File: config.mk
export PLATFORM = sky130hd
export DESIGN_NAME = i2c_clkgen
export DESIGN_NICKNAME = d
export VERILOG_FILES = /design/src/rtl/i2c_clkgen_pkg.sv /design/src/rtl/i2c_clkgen_len.sv /design/src/rtl/i2c_clkgen_shadow.sv /design/src/rtl/i2c_clkgen_timer.sv /design/src/rtl/i2c_clkgen_hold.sv /design/src/rtl/i2c_clkgen.sv
export SDC_FILE = /design/constraint.sdc
export NUM_CORES = 1
export LEC_CHECK = 0
export CORE_ASPECT_RATIO = 2
export CORE_MARGIN = 3
export CORE_UTILIZATION = 45
export CTS_BUF_LIST = sky130_fd_sc_hd__clkbuf_8
export CTS_CLUSTER_SIZE = 16
export DETAILED_ROUTE_END_ITERATION = 10
export DONT_BUFFER_PORTS = 1
export GPL_TIMING_DRIVEN = 0
export PLACE_DENSITY = 0.7
export SETUP_SLACK_MARGIN = 0.15
export SYNTH_ARGS = -nofsm -noshare
export SYNTH_HDL_FRONTEND = slang
export SYNTH_SLANG_ARGS = --single-unit
File: constraint.sdc
create_clock -name clk -period 10.65 [get_ports clk]
set_input_delay 1.5975 -clock clk [delete_from_list [all_inputs] [get_ports clk]]
set_output_delay 1.5975 -clock clk [all_outputs]
set_load 0.01 [all_outputs]
File: src/rtl/i2c_clkgen_pkg.sv
package i2c_clkgen_pkg;

  typedef enum logic {
    PH_LOW  = 1'b0,
    PH_HIGH = 1'b1
  } phase_e;

  localparam int unsigned SDA_BASE_DELAY = 3;

endpackage

File: src/rtl/i2c_clkgen_len.sv
module i2c_clkgen_len #(
  parameter int CNT_W  = 8,
  parameter int EXP_W  = 3,
  parameter int LEN_W  = 15,
  parameter int OFFSET = 4
) (
  input  logic [CNT_W-1:0] count,
  input  logic [EXP_W-1:0] expo,
  output logic [LEN_W-1:0] len
);
  // scaled count plus the fixed per-phase overhead
  always_comb begin
    len = (LEN_W'(count) << expo) + LEN_W'(OFFSET);
  end
endmodule

File: src/rtl/i2c_clkgen_shadow.sv
module i2c_clkgen_shadow
  import i2c_clkgen_pkg::*;
#(
  parameter int CNT_W    = 8,
  parameter int EXP_W    = 3,
  parameter int EXP_MAX  = 6,
  parameter int OFFSET   = 4,
  parameter int HOLD_W   = 8,
  parameter int HOLD_MAX = 40,
  parameter int LEN_W    = 15,
  localparam int CFG_W   = 2 * CNT_W + EXP_W
) (
  input  logic             clk,
  input  logic             rst_n,
  input  logic             load,
  input  logic [CFG_W-1:0] cfg_word,
  input  logic [HOLD_W-1:0] hold_cnt,
  output logic [LEN_W-1:0] lo_len,
  output logic [LEN_W-1:0] hi_len,
  output logic [LEN_W-1:0] hold_pos
);
  logic [EXP_W-1:0]  exp_raw;
  logic [EXP_W-1:0]  exp_eff;
  logic [LEN_W-1:0]  new_len [2];
  logic [HOLD_W-1:0] hold_sat;
  logic [LEN_W-1:0]  hold_req;
  logic [LEN_W-1:0]  hold_new;

  assign exp_raw = cfg_word[2*CNT_W +: EXP_W];
  assign exp_eff = (exp_raw > EXP_W'(EXP_MAX)) ? EXP_W'(EXP_MAX) : exp_raw;

  // index 0: low phase, index 1: high phase
  for (genvar g = 0; g < 2; g++) begin : g_len
    i2c_clkgen_len #(
      .CNT_W (CNT_W),
      .EXP_W (EXP_W),
      .LEN_W (LEN_W),
      .OFFSET(OFFSET)
    ) u_len (
      .count(cfg_word[g*CNT_W +: CNT_W]),
      .expo (exp_eff),
      .len  (new_len[g])
    );
  end

  always_comb begin
    hold_sat = (hold_cnt > HOLD_W'(HOLD_MAX)) ? HOLD_W'(HOLD_MAX) : hold_cnt;
    hold_req = LEN_W'(hold_sat) + LEN_W'(SDA_BASE_DELAY);
    // the data strobe must land inside the low phase
    hold_new = (hold_req >= new_len[0]) ? (new_len[0] - LEN_W'(1)) : hold_req;
  end

  always_ff @(posedge clk or negedge rst_n) begin
    if (!rst_n) begin
      lo_len   <= LEN_W'(OFFSET);
      hi_len   <= LEN_W'(OFFSET);
      hold_pos <= LEN_W'(SDA_BASE_DELAY);
    end else if (load) begin
      lo_len   <= new_len[0];
      hi_len   <= new_len[1];
      hold_pos <= hold_new;
    end
  end
endmodule

File: src/rtl/i2c_clkgen_timer.sv
module i2c_clkgen_timer
  import i2c_clkgen_pkg::*;
#(
  parameter int LEN_W = 15
) (
  input  logic             clk,
  input  logic             rst_n,
  input  logic             en,
  input  logic             stall,
  input  logic [LEN_W-1:0] lo_len,
  input  logic [LEN_W-1:0] hi_len,
  output logic             load,
  output logic             low_step,
  output logic [LEN_W-1:0] cnt_o,
  output logic             scl_out,
  output logic             phase_stb
);
  phase_e           phase;
  logic             active;
  logic [LEN_W-1:0] cnt;
  logic [LEN_W-1:0] cur_len;
  logic             last;
  logic             run;

  always_comb begin
    cur_len  = (phase == PH_LOW) ? lo_len : hi_len;
    last     = (cnt == cur_len - LEN_W'(1));
    run      = active && en && !stall;
    load     = en && (!active || (run && phase == PH_HIGH && last));
    low_step = run && (phase == PH_LOW) && !last;
    cnt_o    = cnt;
  end

  always_ff @(posedge clk or negedge rst_n) begin
    if (!rst_n) begin
      active    <= 1'b0;
      phase     <= PH_LOW;
      cnt       <= '0;
      scl_out   <= 1'b1;
      phase_stb <= 1'b0;
    end else if (!en) begin
      active    <= 1'b0;
      phase     <= PH_LOW;
      cnt       <= '0;
      scl_out   <= 1'b1;
      phase_stb <= 1'b0;
    end else if (!active) begin
      active    <= 1'b1;
      phase     <= PH_LOW;
      cnt       <= '0;
      scl_out   <= 1'b0;
      phase_stb <= 1'b1;
    end else if (run && last) begin
      phase     <= (phase == PH_LOW) ? PH_HIGH : PH_LOW;
      cnt       <= '0;
      scl_out   <= (phase == PH_LOW);
      phase_stb <= 1'b1;
    end else begin
      phase_stb <= 1'b0;
      if (run) cnt <= cnt + LEN_W'(1);
    end
  end
endmodule

File: src/rtl/i2c_clkgen_hold.sv
module i2c_clkgen_hold #(
  parameter int LEN_W = 15
) (
  input  logic             clk,
  input  logic             rst_n,
  input  logic             low_step,
  input  logic [LEN_W-1:0] cnt,
  input  logic [LEN_W-1:0] hold_pos,
  output logic             sda_stb
);
  always_ff @(posedge clk or negedge rst_n) begin
    if (!rst_n) sda_stb <= 1'b0;
    else        sda_stb <= low_step && ((cnt + LEN_W'(1)) == hold_pos);
  end
endmodule

File: src/rtl/i2c_clkgen.sv
module i2c_clkgen #(
  parameter int CNT_W    = 8,
  parameter int EXP_W    = 3,
  parameter int EXP_MAX  = 6,
  parameter int OFFSET   = 4,
  parameter int HOLD_W   = 8,
  parameter int HOLD_MAX = 40,
  localparam int CFG_W   = 2 * CNT_W + EXP_W,
  localparam int MAX_LEN = (((1 << CNT_W) - 1) << EXP_MAX) + OFFSET,
  localparam int LEN_W   = $clog2(MAX_LEN + 1)
) (
  input  logic              clk,
  input  logic              rst_n,
  input  logic              en,
  input  logic [CFG_W-1:0]  cfg_word,
  input  logic [HOLD_W-1:0] hold_cnt,
  input  logic              stall,
  output logic              scl_out,
  output logic              phase_stb,
  output logic              sda_stb
);
  logic             load;
  logic             low_step;
  logic [LEN_W-1:0] cnt;
  logic [LEN_W-1:0] lo_len;
  logic [LEN_W-1:0] hi_len;
  logic [LEN_W-1:0] hold_pos;

  i2c_clkgen_shadow #(
    .CNT_W   (CNT_W),
    .EXP_W   (EXP_W),
    .EXP_MAX (EXP_MAX),
    .OFFSET  (OFFSET),
    .HOLD_W  (HOLD_W),
    .HOLD_MAX(HOLD_MAX),
    .LEN_W   (LEN_W)
  ) u_shadow (
    .clk     (clk),
    .rst_n   (rst_n),
    .load    (load),
    .cfg_word(cfg_word),
    .hold_cnt(hold_cnt),
    .lo_len  (lo_len),
    .hi_len  (hi_len),
    .hold_pos(hold_pos)
  );

  i2c_clkgen_timer #(
    .LEN_W(LEN_W)
  ) u_timer (
    .clk      (clk),
    .rst_n    (rst_n),
    .en       (en),
    .stall    (stall),
    .lo_len   (lo_len),
    .hi_len   (hi_len),
    .load     (load),
    .low_step (low_step),
    .cnt_o    (cnt),
    .scl_out  (scl_out),
    .phase_stb(phase_stb)
  );

  i2c_clkgen_hold #(
    .LEN_W(LEN_W)
  ) u_hold (
    .clk     (clk),
    .rst_n   (rst_n),
    .low_step(low_step),
    .cnt     (cnt),
    .hold_pos(hold_pos),
    .sda_stb (sda_stb)
  );
endmodule

## Word level (Yosys, flattened, before mapping)

Index checks and enable logic that the tools add are counted.

| storage, ports and cells | value |
|---|---|
| flip-flop bits (word level) | 61 |
| input bits | 31 |
| output and inout port bits | 3 |
| logic and storage cells | 57 |

| cells by class | value |
|---|---|
| $add $sub $neg | 6 |
| order comparisons | 3 |
| eq/ne operators | 4 |
| shift operators | 2 |
| muxes and demuxes | 19 |
| bitwise operators | 1 |
| reduce and logical (&&, ||, !) cells | 13 |

Operators with widths:

| cell | count |
|---|---|
| $mux 14 | 6 |
| $add 14x3->14 const B | 2 |
| $eq 14x14->1 | 2 |
| $shl 8x3->14 | 2 |
| $sub 14x1->14 const B | 2 |
| $add 14x1->14 const B | 1 |
| $ge 14x14->1 | 1 |
| $mux 1 | 11 |
| $add 8x2->9 const B | 1 |
| $logic_and 1x1->1 | 9 |
| $gt 8x6->1 const B | 1 |
| $mux 8 | 1 |
| $ne 4x4->1 const B | 1 |
| $gt 3x3->1 const B | 1 |
| $logic_not 1->1 | 3 |
| $mux 3 | 1 |
| $ne 3x3->1 const B | 1 |
| $logic_or 1x1->1 | 1 |
| $not 1->1 | 1 |

## Logic depth before layout (Yosys ltp)

Gate-level depths: netlist (run 1).

| logic depth | value |
|---|---|
| word-level depth | 7 |
| mapped depth | 18 |
| depth with buffers taken out | 17 |

## Hierarchy

A second synthesis (run 1) with hierarchy kept.

| unflattened totals | value |
|---|---|
| cell total of the unflattened synthesis | 640 |
| area, all modules | 5866.9 um2 |

By module, submodules not included:

| module | times used | cells each | area an instance (um2) | seq. area each (um2) |
|---|---|---|---|---|
| i2c_clkgen_shadow | 1 | 207 | 2313.5 | 1056.0 |
| i2c_clkgen_timer | 1 | 179 | 1589.0 | 451.7 |
| i2c_clkgen_len | 2 | 84 | 674.4 | 0.0 |
| i2c_clkgen_hold | 1 | 86 | 615.6 | 25.0 |

## Least setup slack after synthesis (run 1)

No wires, ideal clock.

| timing path | value |
|---|---|
| path type | input to register |
| start | input port cfg_word[18] |
| end | register u_shadow.hold_pos[5] |
| library setup time | 125 ps |
| data arrival time | 5351 ps |
| required time | 10525 ps |
| slack | 5174 ps |
| stages | 16 |
| path buffers | 1 |
| cell sequence | clkbuf_1 -> o32ai_1 -> ha_1 -> or3b_2 -> a311oi_1 -> and2_1 -> nand2_1 -> xnor2_1 -> inv_1 -> ha_1 -> o21a_1 -> o221ai_1 -> a21oi_1 -> o211ai_2 -> mux2i_1 -> mux2_2 |

| between the ends | value |
|---|---|
| word-level cells in the longest chain between the ends | 6 |
| elaborated cells between the ends (all ways) | 7 |
| classes of those cells | add/sub: 2; order compare: 2; shift: 1; mux: 2 |

RTL lines:

| element | RTL line | text |
|---|---|---|
| start: declaration | i2c_clkgen.sv:15 | `input logic [CFG_W-1:0] cfg_word,` |
| $gt 3x3->1 | i2c_clkgen_shadow.sv:30 | `assign exp_eff = (exp_raw > EXP_W'(EXP_MAX)) ? EXP_W'(EXP_MAX) : exp_raw;` |
| $mux 3 (*) | i2c_clkgen_shadow.sv:30 |  |
| $shl 8x3->14 (*) | i2c_clkgen_len.sv:13 | `len = (LEN_W'(count) << expo) + LEN_W'(OFFSET);` |
| $add 14x3->14 (*) | i2c_clkgen_len.sv:13 |  |
| $sub 14x1->14 or $ge 14x14->1 (tied branches) | i2c_clkgen_shadow.sv:50 | `hold_new = (hold_req >= new_len[0]) ? (new_len[0] - LEN_W'(1)) : hold_req;` |
| $mux 14 (*) | i2c_clkgen_shadow.sv:50 |  |
| end signal: assignment | i2c_clkgen_shadow.sv:57 | `hold_pos <= LEN_W'(SDA_BASE_DELAY);` |
| end signal: assignment | i2c_clkgen_shadow.sv:61 | `hold_pos <= hold_new;` |
| end: declaration | i2c_clkgen_shadow.sv:20 | `output logic [LEN_W-1:0] hold_pos` |

Every way passes the cells marked *; elsewhere a longest branch is shown, timed or not.
A chain may end at the register's enable or synchronous reset.

## Worst setup path in the final report (run 1)

Same ends and word-level chain as after synthesis.

==> flow_metrics.env, run 1 <==
export IMPL_power_leakage_nw=2.328
export IMPL_worstHoldPathType="reg2reg"
export IMPL_crit_type="in2reg"
export IMPL_fin_tns_setup_ns=0
export IMPL_grt_max_degree=62
export IMPL_clk_insertion_delay_late_ns=0.36
export IMPL_crit_fanout=10
export IMPL_layout_commonest_cell="dfrtp_1"
export IMPL_fin_nets=650
export IMPL_setup_viol=0
export IMPL_period_minus_slack_ns=6.217
export IMPL_htree_num_levels=3
export IMPL_cts_tree="built"
export IMPL_grt_pass1_wl_um=23840
export IMPL_die_x_um=81.66
export IMPL_die_area_sq_um=12850
export IMPL_rows=54
export IMPL_dieHeight_um=157.3
export IMPL_synth_cell_types=74
export IMPL_crit_arrival_ns=6.46
export IMPL_slew_headroom_pct=22.99
export IMPL_vias_per_cell=6.214
export IMPL_finalCritPeriodShare_pct=58.37
export IMPL_rsz0062_at_grt="no"
export IMPL_start_util_pct=46.77
export IMPL_synth_edff_count=0
export IMPL_grt_antenna_before_repair=0
export IMPL_cts_inserted_buffers=9
export IMPL_status="finished, final reports clean"
export IMPL_grt_pass1_vias=4845
export IMPL_root_buffer="clkbuf_8"
export IMPL_mostFrequentLayoutCells="dfrtp_1 (56), nor2_1 (47), nand2_1 (47), xnor2_1 (38), a21oi_1 (32)"
export IMPL_core_sq_um=11010
export IMPL_nFillCells=1031
export IMPL_worstPathRequired_ns=10.90
export IMPL_startpoint_type="primary input"
export IMPL_drt_wl_total_um=14720
export IMPL_setup_slack_ns=4.433
export IMPL_routabilityCongestion=0.9434
export IMPL_io_pins=34
export IMPL_drt_iter0_markers=207
export IMPL_drt_pass1_iterations=5
export IMPL_routedWlPerCell_um=19.68
export IMPL_powerDensity_nw_per_um2=126.7
export IMPL_avgSynthCellArea_sq_um=8.731
export IMPL_end_kind="flip-flop"
export IMPL_port_buffers=0
export IMPL_diodes=0
export IMPL_worst_slew_pin_slew_ns=1.152
export IMPL_grt_overflow=0
export IMPL_yosysWarnings=0
export IMPL_drc=0
export IMPL_drv_cap=0
export IMPL_drive_gt1_share_pct=10.36
export IMPL_clk_pin_slew_ns=0.07
export IMPL_max_freq_ghz=0.1609
export IMPL_clockBufferDepth=2
export IMPL_multi_input_area_sq_um=3403
export IMPL_antenna_left=0
export IMPL_cts_repair_resized=0
export IMPL_place_area_sq_um=5334
export IMPL_clkSinkCount=61
export IMPL_final_hold_viol_count=0
export IMPL_syn_to_final_growth_pct=8.550
export IMPL_vias=4648
export IMPL_skew_ns=0.009558
export IMPL_final_cell_area_sq_um=5592
export IMPL_ys_flop_type="dfrtp_1"
export IMPL_synth_area_sq_um=5151
export IMPL_grt_usage_pct=24.29
export IMPL_finalMaxSlewViolations=0
export IMPL_whs_ns=0.5061
export IMPL_syn_inst=590
export IMPL_pre_cts_ws_ns=4.140
export IMPL_seq_area_sq_um=1533
export IMPL_seq_area_frac_synth_pct=29.75
export IMPL_vdd_drop_max_uv=61.89
export IMPL_async_flop_share_pct=100.0
export IMPL_post_cts_buffers=0
export IMPL_fin_util_pct=50.77
export IMPL_synth_seq_cells=61
export IMPL_hpwl_um=11770
export IMPL_hold_buffers=0
==> critical path, cell delays in order <==
cell and delay, ns:
clkbuf_1 0.20, o32ai_1 1.03, ha_1 0.42, or3b_2 0.47, a311oi_1 0.47, and2_1 0.26
nand2_1 0.08, xnor2_1 0.18, inv_1 0.11, ha_1 0.13, o21a_1 0.10, o221ai_1 0.15
a21oi_1 0.40, o211ai_2 0.34, mux2i_1 0.20, mux2_2 0.31
==> final cells by class <==
cell class	instances	area share, %
multi-input cells	483	60.86
flip-flops and latches	61	27.41
well taps	140	3.133
plain buffers	31	2.842
clock buffers	11	2.708
clock inverters	5	1.902
inverters	17	1.141
==> per-stage QoR <==
step	cells	total power, W
2_1_floorplan	592	0.0004016
3_3_place_gp	732	0.0004363
3_5_place_dp	732	0.0004421
4_1_cts	748	0.0007062
5_1_grt	748	0.0007363
6_report	748	0.0007083
==> kinds of logic (layout without fill, tap and decap cells) <==
group,after synthesis,in the layout,synth area share [%]
other,1,3,0.07280
DFF,61,61,29.75
and+or+nand+nor,202,202,20.35
AOI/OAI and AO/OA,148,148,20.09
xor gates and xnor gates,64,64,10.88
muxes,50,50,10.64
buffers and inverters,48,64,4.323
adders and majority gates,16,16,3.886
==> sequential cells by signal, indices dropped and copies added (netlist names) <==
name,cells
u_shadow.lo_len,14
u_timer.scl_out,1
u_timer.phase,1
u_timer.active,1
u_hold.sda_stb,1
u_shadow.hold_pos,14
u_timer.phase_stb,1
u_shadow.hi_len,14
u_timer.cnt_o,14
==> path summary, 6_finish.rpt <==
kind	cells after the start	to	from	slack (ns)
worst max-delay path	16	u_shadow.hold_pos[5]	cfg_word[18]	4.43
worst max register to register	13	u_shadow.hi_len[10]	u_timer.phase	6.35
worst min-delay path	1	u_shadow.hold_pos[13]	u_shadow.hold_pos[13]	0.51
min in group asynchronous	0	u_timer.cnt_o[12]	rst_n	0.93
max in group asynchronous	0	u_shadow.hold_pos[0]	rst_n	9.52
worst min register to register	1	u_shadow.hold_pos[13]	u_shadow.hold_pos[13]	0.51
==> synth_stat cells, drive strengths merged (3+ instances only) <==
cell / number / share of area (%)
dfrtp: 56 / 27
nor2: 48 / 3.5
nand2: 47 / 3.4
xnor2: 38 / 6.5
a21oi: 33 / 3.3
mux2i: 30 / 5.8
xor2: 26 / 4.4
o21ai: 20 / 1.9
mux2: 18 / 3.9
nand3: 18 / 1.7
inv: 17 / 1.2
a31oi: 16 / 1.9
buf: 16 / 2.0
ha: 16 / 3.9
clkbuf: 15 / 1.1
a21o: 14 / 2.0
nand2b: 13 / 1.6
nor3: 13 / 1.3
nand4: 9 / 1.1
and3: 8 / 0.97
nor4: 8 / 1.1
o21a: 8 / 1.2
a22o: 7 / 1.2
and2: 7 / 0.85
nor2b: 7 / 0.85
o211ai: 6 / 0.97
dfstp: 5 / 2.6
a21boi: 4 / 0.58
a22oi: 4 / 0.58
nor3b: 4 / 0.58
o22ai: 4 / 0.49
a211o: 3 / 0.51
nand3b: 3 / 0.44
o221ai: 3 / 0.51
o31a: 3 / 0.51
o32ai: 3 / 0.51
==> power breakdown <==
part           leakage [nW]  total (W)  switching (W)  internal, W
clock                 0.126   0.000267      0.0000981     0.000169
sequential            0.784   0.000276      0.0000228     0.000253
combinational          1.42   0.000165      0.0000932    0.0000722
total                  2.33   0.000708       0.000214     0.000494
==> per-layer routing <==
metal  routed length [um]  vias up  GRT usage [%]
met1                 4913     2246          22.07
met2                 8223      150          46.15
met4                 1064        0          17.12
li1                     -     2185              -
met5                    0        -              0
met3                  523       67          4.124
Power figures use the tool's default switching activity.
==> run 2: changes to the inputs <==
--- a/config.mk
+++ b/config.mk
@@ -5,6 +5,7 @@
 export SDC_FILE = /design/constraint.sdc
 export NUM_CORES = 1
 export LEC_CHECK = 0
+export ABC_AREA = 1
 export CORE_ASPECT_RATIO = 2
 export CORE_MARGIN = 3
 export CORE_UTILIZATION = 45
==> constraint.sdc (replaced) <==
create_clock -name clk -period 5.8 [get_ports clk]
set_input_delay 0.87 -clock clk [delete_from_list [all_inputs] [get_ports clk]]
set_output_delay 0.87 -clock clk [all_outputs]
set_load 0.01 [all_outputs]
==> run 2 against run 1 <==
Final area increased by 14%. Critical path depth rose by 9. Setup slack lost 2.4 ns. Via count rose by 32%. Combinational power grew to 2.6 times the previous value. Clock power rose by 48%. Non-clock buffer count up 6. Sequential share of layout area fell by 3.3 points.
==> flow_metrics.env, run 2 <==
export IMPL_status="finished, final reports clean"
export IMPL_critical_path_max_stage_delay_ns=0.34
export IMPL_drv_cap=0
export IMPL_hpwl_um=14780
export IMPL_synth_area_top_cells="dfrtp_1 (24%), nand2_1 (23%), nand3_1 (10%), inv_1 (6.1%), nor2_1 (5.0%)"
export IMPL_worst_slew_pin_slew_ns=0.8126
export IMPL_cts_inserted_buffers=9
export IMPL_antenna_left=0
export IMPL_grt_antenna_before_repair=0
export IMPL_grt_usage_pct=25.62
export IMPL_grt_max_degree=62
export IMPL_io_pins=34
export IMPL_finalCritPeriodShare_pct=64.69
export IMPL_drc=0
export IMPL_drt_pass1_iterations=7
export IMPL_hold_buffers=0
export IMPL_startpoint_type="primary input"
export IMPL_die_x_um=87.31
export IMPL_port_buffers=0
export IMPL_vias_per_cell=5.389
export IMPL_worstHoldPathType="in2async"
export IMPL_powerDensity_nw_per_um2=208.0
export IMPL_fin_nets=1032
export IMPL_slowest_stage="ha_1"
export IMPL_seq_area_frac_synth_pct=25.76
export IMPL_yosysWarnings=0
export IMPL_drt_iter0_markers=276
export IMPL_drive_gt1_share_pct=9.495
export IMPL_post_cts_buffers=0
export IMPL_finalMaxSlewViolations=0
export IMPL_cts_tree="built"
export IMPL_synth_edff_count=0
export IMPL_crit_fanout=10
export IMPL_avgSynthCellArea_sq_um=6.121
export IMPL_yosysMostFrequentCell="nand2_1"
export IMPL_clk_pin_slew_ns=0.08
export IMPL_cts_repair_resized=0
export IMPL_end_kind="flip-flop"
export IMPL_setup_viol=0
export IMPL_root_buffer="clkbuf_8"
export IMPL_synth_top_area_cell="dfrtp_1"
export IMPL_start_util_pct=46.58
export IMPL_rows=58
export IMPL_slew_headroom_pct=45.41
export IMPL_synth_area_sq_um=5949
export IMPL_cp_common_cell="nand2_1"
export IMPL_diodes=0
export IMPL_htree_num_levels=3
export IMPL_vdd_drop_max_uv=176.9
export IMPL_synthTopCellsByCount="nand2_1 (362), nand3_1 (119), inv_1 (96)"
export IMPL_period_minus_slack_ns=3.752
export IMPL_max_freq_ghz=0.2665
export IMPL_vias=6143
export IMPL_nFillCells=1373
export IMPL_layout_commonest_cell="nand2_1"
export IMPL_rsz0062_at_grt="no"
export IMPL_syn_to_final_growth_pct=6.688
export IMPL_clockBufferDepth=2
export IMPL_skew_ns=0.01219
export IMPL_grt_pass1_wl_um=29480
export IMPL_core_sq_um=12770
export IMPL_grt_overflow=0
export IMPL_crit_type="in2reg"
export IMPL_syn_inst=972
export IMPL_total_power_w=0.001320
export IMPL_fin_tns_setup_ns=0
export IMPL_grt_pass1_vias=6186
export IMPL_final_hold_viol_count=0
export IMPL_clk_insertion_delay_late_ns=0.36
export IMPL_async_flop_share_pct=100.0
export IMPL_worstPathRequired_ns=6.09
export IMPL_synth_seq_cells=61
export IMPL_ys_flop_type="dfrtp_1"
export IMPL_clkSinkCount=61
export IMPL_synth_top_area_share_pct=23.55
export IMPL_synth_cell_types=45
export IMPL_crit_arrival_ns=4.04
export IMPL_mostFrequentLayoutCells="nand2_1 (362), nand3_1 (119), inv_1 (96), nor2_1 (79), dfrtp_1 (56)"
export IMPL_die_area_sq_um=14720
export IMPL_routedWlPerCell_um=15.73
export IMPL_power_leakage_nw=3.293
export IMPL_dieHeight_um=168.6
export IMPL_drt_wl_total_um=17930
export IMPL_routabilityCongestion=1.012
-- run 2: cell types whose count changed after synthesis, sizes merged, moves of 29 or more --
cell / previous run / this run
o21ai: 20 / 69
nor2: 48 / 91
inv: 17 / 100
mux2i: 30 / 1
nand2: 47 / 378
nand3: 18 / 123
-- run 2: power breakdown --
group / internal (W) / switching [W] / leakage (nW)
combinational: 0.000142 / 0.000291 / 2.39
clock: 0.000204 / 0.000190 / 0.105
sequential: 0.000465 / 0.0000280 / 0.796
total: 0.000811 / 0.000509 / 3.29
-- run 2: final timing paths --
check / to / slack (ns) / from / cells after the start
max: u_shadow.hold_pos[10] / 2.05 / cfg_word[16] / 25
min: u_shadow.hi_len[7] / 0.20 / rst_n / 0
max reg2reg: u_timer.cnt_o[12] / 2.67 / u_timer.phase / 16
min reg2reg: u_shadow.hold_pos[1] / 0.48 / u_shadow.hold_pos[1] / 2
max in group asynchronous: u_timer.scl_out / 5.38 / rst_n / 0
min in group clk: u_shadow.hold_pos[1] / 0.48 / u_shadow.hold_pos[1] / 2
-- run 2: kinds of logic (layout without fill, tap and decap cells) --
group	Yosys count	count (layout)	share of synthesized area, %
flops	61	61	25.76
fa+ha+maj	16	16	3.365
other cells	1	3	0.06303
mux	1	1	0.1683
compound gates	84	84	7.760
buf+inv	137	153	10.41
xor+xnor	35	35	5.152
simple gates	637	637	47.32
-- run 2: through the flow --
step	instances	worst slack (ns)	util (%)	hold slack [ns]	area [sq um]
6_report	1140	2.048	49.70	0.1982	6347
5_1_grt	1140	1.687	49.70	0.1780	6347
4_1_cts	1140	2.034	49.70	0.1910	6347
3_5_place_dp	1124	1.664	48.11	0.4694	6145
3_3_place_gp	1124	1.718	48.11	0.4652	6145
2_1_floorplan	974	2.286	-	0.4492	5957
-- run 2: critical path, delay by kind of cell --
kind / cells / cell delay (ns)
AOI/OAI and AO/OA: 1 / 0.16
buffers and inverters: 4 / 0.65
adders and majority gates: 2 / 0.61
and+or+nand+nor: 18 / 1.76
-- run 2: cell type report --
class                      count  area (sq um)  share of cell area, %
sequential                    61          1533                  24.15
clock inverter                 7         78.83                  1.242
multi-input combinational    776          3805                  59.94
clock buffer                   9         123.9                  1.952
buffer                        37         241.5                  3.804
inverter                     100         377.9                  5.953
tap                          150         187.7                  2.957
-- run 2: routing by layer --
metal | global-route usage, % | share of wire (%) | up-vias | routed length [um]
li1 | - | - | 3127 | -
met1 | 23.01 | 33 | 2787 | 6002
met2 | 49.38 | 56 | 155 | 10090
met3 | 3.312 | 2.8 | 74 | 509
met4 | 18.30 | 7.4 | 0 | 1329
met5 | 0 | 0 | - | 0
